$ cat src/rtl/lockdet_pkg.sv
package lockdet_pkg;

    // Default widths shared by the lock detector modules
    localparam int DEF_PERR_W = 22;
    localparam int DEF_THR_W  = 21;
    localparam int DEF_ACC_W  = 16;
    localparam int DEF_STEP_W = 16;

    // Outcome of one threshold test
    typedef enum logic {
        VERD_HIT  = 1'b0,   // magnitude below threshold
        VERD_MISS = 1'b1    // magnitude at or above threshold
    } verdict_e;

    // One qualified test result passed to the integrator
    typedef struct packed {
        logic     upd;
        verdict_e verd;
    } test_evt_t;

    function automatic int max_of(input int a, input int b);
        return (a > b) ? a : b;
    endfunction

endpackage

$ cat src/rtl/lockdet_mag_cmp.sv
module lockdet_mag_cmp
    import lockdet_pkg::*;
#(
    parameter int PERR_W = DEF_PERR_W,
    parameter int THR_W  = DEF_THR_W
) (
    input  logic              valid_i,
    input  logic [PERR_W-1:0] perr_i,
    input  logic [THR_W-1:0]  thresh_i,
    output test_evt_t         evt_o
);
    localparam int PAD_W = PERR_W - THR_W;

    logic [PERR_W-1:0] mag;
    logic [PERR_W-1:0] thr_x;

    // Absolute value; the most negative code maps to 2^(PERR_W-1),
    // which still fits the unsigned PERR_W-bit result.
    always_comb begin
        if (perr_i[PERR_W-1]) mag = (~perr_i) + 1'b1;
        else                  mag = perr_i;
    end

    generate
        if (PAD_W > 0) begin : g_pad
            assign thr_x = {{PAD_W{1'b0}}, thresh_i};
        end else begin : g_nopad
            assign thr_x = thresh_i[PERR_W-1:0];
        end
    endgenerate

    always_comb begin
        evt_o.upd  = valid_i;
        evt_o.verd = (mag >= thr_x) ? VERD_MISS : VERD_HIT;
    end

endmodule

$ cat src/rtl/lockdet_integrator.sv
module lockdet_integrator
    import lockdet_pkg::*;
#(
    parameter int ACC_W  = DEF_ACC_W,
    parameter int STEP_W = DEF_STEP_W
) (
    input  logic              clk,
    input  logic              rst,
    input  test_evt_t         evt_i,
    input  logic [STEP_W-1:0] step_up_i,
    input  logic [STEP_W-1:0] step_dn_i,
    output logic              negative_o
);
    localparam int EXT_W = max_of(ACC_W, STEP_W) + 2;
    localparam logic [ACC_W-1:0] ACC_MAX = {1'b0, {(ACC_W-1){1'b1}}};
    localparam logic [ACC_W-1:0] ACC_MIN = {1'b1, {(ACC_W-1){1'b0}}};
    localparam logic signed [EXT_W-1:0] EXT_MAX =
        $signed({{(EXT_W-ACC_W){1'b0}}, ACC_MAX});
    localparam logic signed [EXT_W-1:0] EXT_MIN =
        $signed({{(EXT_W-ACC_W){1'b1}}, ACC_MIN});

    logic signed [ACC_W-1:0] acc_q;
    logic signed [ACC_W-1:0] acc_d;
    logic signed [EXT_W-1:0] acc_x;
    logic signed [EXT_W-1:0] up_x;
    logic signed [EXT_W-1:0] dn_x;
    logic signed [EXT_W-1:0] sum_x;

    assign acc_x = $signed({{(EXT_W-ACC_W){acc_q[ACC_W-1]}}, acc_q});
    assign up_x  = $signed({{(EXT_W-STEP_W){1'b0}}, step_up_i});
    assign dn_x  = $signed({{(EXT_W-STEP_W){1'b0}}, step_dn_i});

    // Wide sum followed by clamping to the accumulator range
    always_comb begin
        if (evt_i.verd == VERD_MISS) sum_x = acc_x - dn_x;
        else                         sum_x = acc_x + up_x;
        if (sum_x > EXT_MAX)      acc_d = $signed(ACC_MAX);
        else if (sum_x < EXT_MIN) acc_d = $signed(ACC_MIN);
        else                      acc_d = sum_x[ACC_W-1:0];
    end

    always_ff @(posedge clk) begin
        if (rst)            acc_q <= $signed(ACC_MIN);
        else if (evt_i.upd) acc_q <= acc_d;
    end

    assign negative_o = acc_q[ACC_W-1];

    AST_HOLD_IDLE: assert property (@(posedge clk) disable iff (rst)
        !evt_i.upd |=> $stable(acc_q));
    AST_MISS_DOWN: assert property (@(posedge clk) disable iff (rst)
        (evt_i.upd && evt_i.verd == VERD_MISS && step_dn_i != '0 && acc_q != $signed(ACC_MIN))
        |=> (acc_q < $past(acc_q)));
    AST_HIT_UP: assert property (@(posedge clk) disable iff (rst)
        (evt_i.upd && evt_i.verd == VERD_HIT && step_up_i != '0 && acc_q != $signed(ACC_MAX))
        |=> (acc_q > $past(acc_q)));
    AST_TOP_CLAMP: assert property (@(posedge clk) disable iff (rst)
        (evt_i.upd && evt_i.verd == VERD_HIT && acc_q == $signed(ACC_MAX))
        |=> (acc_q == $signed(ACC_MAX)));
    AST_BOTTOM_CLAMP: assert property (@(posedge clk) disable iff (rst)
        (evt_i.upd && evt_i.verd == VERD_MISS && acc_q == $signed(ACC_MIN))
        |=> (acc_q == $signed(ACC_MIN)));

endmodule

$ cat src/rtl/lockdet_rise.sv
module lockdet_rise (
    input  logic clk,
    input  logic rst,
    input  logic flag_i,
    output logic rise_o
);
    logic prev_q;

    always_ff @(posedge clk) begin
        if (rst) prev_q <= 1'b0;
        else     prev_q <= flag_i;
    end

    assign rise_o = flag_i & ~prev_q;

    AST_RISE_SINGLE: assert property (@(posedge clk) disable iff (rst)
        rise_o |=> !rise_o);

endmodule

$ cat src/rtl/lock_detector.sv
module lock_detector
    import lockdet_pkg::*;
#(
    parameter int PERR_W = DEF_PERR_W,
    parameter int THR_W  = DEF_THR_W,
    parameter int ACC_W  = DEF_ACC_W,
    parameter int STEP_W = DEF_STEP_W
) (
    input  logic              clk,
    input  logic              rst,
    input  logic              perr_valid_i,
    input  logic [PERR_W-1:0] perr_i,
    input  logic [THR_W-1:0]  thresh_i,
    input  logic [STEP_W-1:0] step_up_i,
    input  logic [STEP_W-1:0] step_dn_i,
    input  logic              ext_sel_i,
    input  logic              ext_lock_i,
    output logic              lock_o,
    output logic              lock_rise_o
);
    test_evt_t evt;
    logic      acc_neg;
    logic      flag;

    lockdet_mag_cmp #(.PERR_W(PERR_W), .THR_W(THR_W)) u_cmp (
        .valid_i  (perr_valid_i),
        .perr_i   (perr_i),
        .thresh_i (thresh_i),
        .evt_o    (evt)
    );

    lockdet_integrator #(.ACC_W(ACC_W), .STEP_W(STEP_W)) u_int (
        .clk        (clk),
        .rst        (rst),
        .evt_i      (evt),
        .step_up_i  (step_up_i),
        .step_dn_i  (step_dn_i),
        .negative_o (acc_neg)
    );

    assign flag   = ext_sel_i ? ext_lock_i : ~acc_neg;
    assign lock_o = flag;

    lockdet_rise u_rise (
        .clk    (clk),
        .rst    (rst),
        .flag_i (flag),
        .rise_o (lock_rise_o)
    );

    AST_RESET_UNLOCKED: assert property (@(posedge clk)
        (rst && !ext_sel_i) |=> (!lock_rise_o));

endmodule

$ cat config.mk
export PLATFORM = sky130hd
export DESIGN_NAME = lock_detector
export DESIGN_NICKNAME = d
export VERILOG_FILES = /design/src/rtl/lockdet_pkg.sv /design/src/rtl/lockdet_mag_cmp.sv /design/src/rtl/lockdet_integrator.sv /design/src/rtl/lockdet_rise.sv /design/src/rtl/lock_detector.sv
export SDC_FILE = /design/constraint.sdc
export NUM_CORES = 1
export LEC_CHECK = 0
export BUFFER_PORTS_ARGS = -buffer_cell sky130_fd_sc_hd__buf_2
export CORE_MARGIN = 2
export CORE_UTILIZATION = 30
export DETAILED_ROUTE_END_ITERATION = 12
export GPL_ROUTABILITY_DRIVEN = 0
export PLACE_DENSITY_LB_ADDON = 0.25
export SLEW_MARGIN = 25
export SYNTH_ARGS = -nofsm -noshare
export SYNTH_HDL_FRONTEND = slang
export SYNTH_SLANG_ARGS = --single-unit
$ cat constraint.sdc
create_clock -name clk -period 11.4 [get_ports clk]
set_input_delay 0 -clock clk [delete_from_list [all_inputs] [get_ports clk]]
set_output_delay 0 -clock clk [all_outputs]
set_load 0.02 [all_outputs]
==> key figures, run 1 <==
Status
  • Status: finished with violations
  • Failing checks: negative hold slack

Critical path
  • WP data required: 11580 ps
  • Slowest stage delay, CP: 560 ps
  • Crit path to: u_int.acc_q[11]
  • CP arrival: 5740 ps
  • Reg2Reg Capture Point: u_int.acc_q[11]
  • Slowest CP cell: or4_4
  • Worst-path fanout max: 17
  • Startpoint class of the critical path: primary input
  • Crit Path Category: in2reg
  • Worst reg2reg setup slack: 8180 ps
  • Source of the critical timing path: perr_i[13]
  • CP Capture Type: flop
  • R2R cell count: 12
  • Worst path cell trace: buf_2 -> or4_4 -> nor4_2 -> nand4_1 -> o31ai_1 -> xnor2_1 -> ha_1 -> nand4_1 -> o21bai_1 -> o211ai_1 -> a21oi_2 -> buf_4 -> mux2_2 -> ha_1 -> fa_1 -> nand2b_1 -> a21oi_1 -> o2111ai_1 -> nand2_1 -> a21o_1 -> or3b_2 -> a31oi_4 -> nor2b_2 -> a211oi_1
  • Worst R2R Start: u_int.acc_q[0]

Drt
  • Via Count: 3016
  • Vias per cell: 4.97
  • Final wirelength: 8130 microns
  • Wirelength per Cell: 13.4 microns
  • DRC violations left: 0
  • Initial DRC Count: 140
  • Initial DRT Pass Iterations: 4
  • ANT nets after route: 0

Synthesis
  • Top-count cell post-synth: ha_1
  • Largest cells by area after synthesis: ha_1, dfxtp_1, xnor2_1
  • Post-synth net total: 519
  • Sequential fraction of the synthesis area: 0.111
  • Commonest cells in the netlist: ha_1, nor2_1, inv_1
  • Dominant cell type by area after synthesis: ha_1
  • Synth Warn #: 0
  • Ys async rst share: 0
  • Syn avg cell area: 7.69 sq um
  • Ys flop type: dfxtp_1
  • Post-synthesis cell count: 398
  • Yosys reg bits: 17
  • Mapped Area: 3060 sq um
  • Yosys cell types: 61
  • Post-synth EDFFs: 0
  • Synth top area share: 0.164

Timing
  • Least-Margin Pin Slew: 711 ps
  • RSZ-0062 raised after global routing: no
  • Final setup viols: 0
  • Fin. Hold Viols: 1
  • Min Tclk post-route: 5560 ps
  • Layout Skew: 6.45 ps
  • Setup TNS: 0 ps
  • Max Slew Vio Count: 0
  • Max Freq: 0.180 GHz
  • Hold Slack: -0.764 ps
  • Relative slew slack: 0.524
  • Fin crit share: 0.488

Pwr
  • Pwr dens: 181 nW/um^2
  • Leakage power: 1.66 nW
  • Worst vdd ir: 0.0000631 V

Clock network
  • Cts bufs inserted: 3
  • Clock Latency Late Sink: 260 ps
  • CTS tree: built
  • CTS max path bufs: 2
  • Post-CTS Setup Repair Bufs: 0
  • CTS clk-pin slew, worst paths: 70 ps
  • Clock sink count: 17
  • CTS Root Cell: clkbuf_8
  • H-tree levels: 1
  • Post-cts sizing count: 0
  • Hold_buf cts: 0

Placed design
  • DP Area: 3590 sq um
  • IO buf count: 81
  • DP Wirelength: 6900 microns

Die
  • Core footprint: 9820 sq um
  • Cell Rows: 36
  • Initial Utilization: 0.312
  • Chip Width: 105 microns
  • Total I/O pin count: 82
  • Die Y: 105 microns
  • DIE AREA: 11000 sq um

Global route
  • Initial antenna violation count: 0
  • Global route overflow: 0
  • Vias in the first global route: 2964
  • First-pass GRT wire length: 13600 microns
  • GRT Overall Usage: 0.148
  • Largest net degree at the start of global routing: 23

Hold path
  • HP Class: in2reg
  • Min-delay src: ext_lock_i

Layout
  • Layout cells sized above 1: 0.234
  • Ant diodes: 0
  • Nets@finish: 596
  • Filler instances: 1063
  • Multi-input logic area: 2550 sq um
  • Area growth syn-to-layout: 19.1%
  • Finished Cell Area: 3640 sq um
  • Sequential cell area: 340 sq um

Flow run
  • Max-cap violations: 0
## flip-flops by register name, indices dropped and copies added, names as in the netlist
| register | cells |
|---|---|
| u_rise.prev_q | 1 |
| u_int.acc_q | 16 |
## worst max-delay path, delay by kind of cell
family / cells / cell delay (ps)
AO/OA/AOI/OAI: 9 / 1790
XOR/XNOR: 1 / 170
adder cells (fa/ha/maj): 3 / 870
buffers and inverters: 2 / 410
multiplexers: 1 / 380
AND/OR/NAND/NOR: 8 / 2100
## worst min-delay path by stage
stage                     to  cells past startpoint  slack (ps)
3_3_place_gp   u_rise.prev_q                      3         270
4_1_cts        u_rise.prev_q                      3           2
5_1_grt        u_rise.prev_q                      3          10
3_5_place_dp   u_rise.prev_q                      3         270
6_report       u_rise.prev_q                      3        -0.8
2_1_floorplan  u_rise.prev_q                      2         170
## cells by family (layout without fill, tap and decap cells)
| group | Yosys count | after routing | synth area share |
|---|---|---|---|
| and+or+nand+nor | 139 | 139 | 0.245 |
| AOI/OAI and AO/OA | 99 | 99 | 0.236 |
| buffers and inverters | 44 | 120 | 0.0593 |
| xor gates and xnor gates | 42 | 42 | 0.125 |
| adders and majority gates | 41 | 41 | 0.170 |
| DFF | 17 | 17 | 0.111 |
| muxes | 16 | 16 | 0.0528 |
## metrics by stage
step | util | total power, W | cells | setup slack (ps)
after floorplan | - | 0.000508 | 398 | 6140
after global placement | 0.365 | 0.000599 | 603 | 5530
after detailed placement | 0.365 | 0.000601 | 603 | 5430
after CTS | 0.370 | 0.000653 | 607 | 5670
after global routing | 0.371 | 0.000726 | 607 | 5380
final | 0.371 | 0.000659 | 607 | 5840
## metal layers
layer	GRT usage	up-vias	wire [microns]
li1	-	1590	-
met1	0.188	1336	3610
met2	0.264	81	3920
met3	0.0162	9	464
met4	0.0371	0	133
met5	0	-	0
## layout by cell type, fill, tap and decap left out, drive strengths merged, types with 3 or more instances in the layout
cell	n
nand2b	12
or4	4
o21ai	21
dfxtp	17
or3	5
o31ai	5
a21oi	24
clkbuf	4
mux2i	15
and3	3
o41ai	5
ha	40
xnor2	30
nor3	7
o21a	4
xor2	11
o31a	3
inv	34
nand3	11
nor2	40
a211oi	18
buf	82
nand4	7
nor4	4
nor2b	8
nand2	31
## final cells by class
cell class / count / area share
clock buffers: 4 / 0.0124
inverters: 34 / 0.0350
multi-input cells: 337 / 0.700
flip-flops and latches: 17 / 0.0934
well taps: 133 / 0.0457
repair buffers: 82 / 0.113
## power by group
| group | switching, W | total [W] | leakage [nW] | internal (W) |
|---|---|---|---|---|
| clock | 0.0000227 | 0.0000475 | 0.0228 | 0.0000249 |
| combinational | 0.000296 | 0.000509 | 1.50 | 0.000213 |
| sequential | 0.0000175 | 0.000102 | 0.141 | 0.0000845 |
(Power assumes the default switching activity.)
==> inputs of run 2 (changes only) <==
- ABC_AREA: not set -> 1
- clock period: 11.4 -> 5.3 ns (I/O delays scaled with it)
==> run 2 against run 1 <==
Against the previous run:
- largest power group unchanged
- flip-flop and latch count unchanged
- the run now ends clean
- critical path depth increased by 12
- via count increased by 10%
- global-route usage increased by 0.90 points
- largest cell class unchanged
- synthesized area increased by 2.3%
==> key figures, run 2 <==
Clock network
  • Clock Latency Late Sink: 250 ps
  • CTS clk-pin slew, worst paths: 60 ps
  • CTS max path bufs: 2
  • Cts bufs inserted: 3
  • Clock sink count: 17
  • H-tree levels: 1
  • CTS tree: built
  • CTS Root Cell: clkbuf_8

Die
  • Cell Rows: 37
  • Total I/O pin count: 82
  • Core footprint: 10200 sq um
  • Die Y: 106 microns
  • Chip Width: 106 microns
  • DIE AREA: 11300 sq um
  • Initial Utilization: 0.306

Critical path
  • Source of the critical timing path: perr_i[0]
  • Worst R2R Start: u_int.acc_q[2]
  • Worst reg2reg setup slack: 2950 ps
  • Slowest stage delay, CP: 330 ps
  • Crit path to: u_int.acc_q[10]
  • Cell mode on critical path: nand2_1
  • CP Capture Type: flop
  • WP data required: 5430 ps
  • Startpoint class of the critical path: primary input
  • R2R cell count: 14
  • Worst-path fanout max: 19
  • Reg2Reg Capture Point: u_int.acc_q[10]
  • Crit Path Category: in2reg
  • Slowest CP cell: ha_1
  • CP arrival: 4740 ps

Drt
  • DRC violations left: 0
  • Wirelength per Cell: 12.2 microns
  • Final wirelength: 8690 microns
  • Vias per cell: 4.67
  • Via Count: 3325
  • ANT nets after route: 0
  • Initial DRC Count: 193
  • Initial DRT Pass Iterations: 4

Timing
  • Max Slew Vio Count: 0
  • Setup TNS: 0 ps
  • Max Freq: 0.217 GHz
  • Fin crit share: 0.870
  • RSZ-0062 raised after global routing: no
  • Relative slew slack: 0.724
  • Least-Margin Pin Slew: 410 ps
  • Min Tclk post-route: 4610 ps
  • Final setup viols: 0
  • Hold Slack: 104 ps
  • Fin. Hold Viols: 0
  • Layout Skew: 4.36 ps

Global route
  • Vias in the first global route: 3219
  • Largest net degree at the start of global routing: 20
  • Global route overflow: 0
  • Initial antenna violation count: 0
  • First-pass GRT wire length: 14500 microns
  • GRT Overall Usage: 0.157

Synthesis
  • Commonest cells in the netlist: nand2_1, inv_1, o21ai_0
  • Largest cells by area after synthesis: ha_1, nand2_1, dfxtp_1
  • Post-synthesis adder-cell area fraction: 0.166
  • Synth Area in Simple Gates: 0.290
  • Post-synth net total: 607
  • Post-synthesis cell count: 486
  • Top-count cell post-synth: nand2_1
  • Post-synth EDFFs: 0
  • Yosys cell types: 42
  • Synth Warn #: 0
  • Compound-Gate Fraction of Synth Area: 0.233
  • Mux share of post-synthesis cell area: 0
  • Yosys reg bits: 17
  • Ys async rst share: 0
  • Xor/xnor cell area share of the yosys netlist: 0.0951
  • Sequential fraction of the synthesis area: 0.109
  • Ys flop type: dfxtp_1
  • Synth top area share: 0.160
  • Mapped Area: 3130 sq um
  • Dominant cell type by area after synthesis: ha_1
  • Syn avg cell area: 6.44 sq um
  • Main combinational cell family by area after synthesis: simple AND/OR/NAND/NOR gates

Hold path
  • HP Class: in2reg
  • WHS Path Cells: 3

Layout
  • Leading cell type in the layout, fill and taps excluded: nand2_1
  • Layout cells sized above 1: 0.240
  • Top Registers: u_int.acc_q: 16 flops, u_rise.prev_q: 1 flops
  • Leading cell types in the layout, fill and taps excluded: nand2_1, buf_2, inv_1
  • Largest Register: u_int.acc_q
  • Ant diodes: 0
  • Util after Layout: 0.378
  • Nets@finish: 698
  • Area growth syn-to-layout: 23.5%
  • Largest register FFs: 16
  • Filler instances: 1117

Pwr
  • Leakage power: 2.01 nW
  • Pwr dens: 287 nW/um^2
  • Worst vdd ir: 0.000113 V

Placed design
  • DP Wirelength: 7590 microns
  • IO buf count: 81

Flow run
  • Max-cap violations: 0

Status
  • Status: completed
[run 2: changes by cell type after synthesis, sizes merged, moves of 8 or more]
cell    change
nand2b     -12
mux2i      -15
a211oi     -17
a21oi      +24
nand2      +78
nor2b       -8
nand3       +9
inv        +41
xor2       +12
xnor2      -19
o21ai      +26
[run 2: worst min path at each step]
stage | from | to
global placement | rst | u_int.acc_q[0]
floorplan | rst | u_int.acc_q[0]
CTS | ext_lock_i | u_rise.prev_q
detailed placement | rst | u_int.acc_q[1]
finish | ext_lock_i | u_rise.prev_q
global route | ext_lock_i | u_rise.prev_q
[run 2: critical path: cells and delay by family]
kind	cells	cell delay [ps]
compound gates	7	1250
xor+xnor	1	150
fa+ha+maj	3	730
buf+inv	8	740
simple gates	17	1860
[run 2: layer usage]
metal,track usage,routed length [microns],up-vias
met5,0,0,-
met4,0.0348,96,0
met3,0.0141,354,8
met2,0.269,4100,73
met1,0.213,4140,1461
li1,-,-,1783
[run 2: kinds of logic (layout without fill, tap and decap cells)]
| group | Yosys count | in the layout |
|---|---|---|
| AO/OA/AOI/OAI | 113 | 113 |
| XOR/XNOR | 34 | 34 |
| adder cells (fa/ha/maj) | 41 | 41 |
| buffers and inverters | 83 | 173 |
| flip-flops | 17 | 17 |
| AND/OR/NAND/NOR | 198 | 198 |
[run 2: timing repair]
action | CTS | global route
endpoints found under the hold margin | 2 | 0
hold buffers | 1 | 0
gates resized for setup | 0 | 8
setup buffers | 0 | 0
setup endpoints to repair | 0 | 15
[run 2: final cells by class]
cell class	instances	area, sq um	share of cell area
Multi-Input combinational cell	386	2480	0.642
Inverter	75	287	0.0741
Timing Repair Buffer	94	543	0.140
Sequential cell	17	340	0.0881
Clock buffer	4	45.0	0.0117
Tap cell	136	170	0.0440
[run 2: metrics by stage]
step	worst slack, ps	std cells	total power, W	instance area [sq um]
finish	689	712	0.00111	3860
global route	60.7	712	0.00122	3860
CTS	328	712	0.00110	3840
detailed placement	71.5	707	0.000997	3780
global placement	205	707	0.000996	3780
floorplan	784	486	0.000761	3130
[run 2: power breakdown]
| group | total [W] | switching [W] | internal (W) | leakage (nW) |
|---|---|---|---|---|
| registers | 0.000185 | 0.0000264 | 0.000159 | 0.141 |
| clock network | 0.0000992 | 0.0000458 | 0.0000534 | 0.0228 |
| logic | 0.000825 | 0.000489 | 0.000336 | 1.85 |
| total | 0.00111 | 0.000561 | 0.000548 | 2.01 |
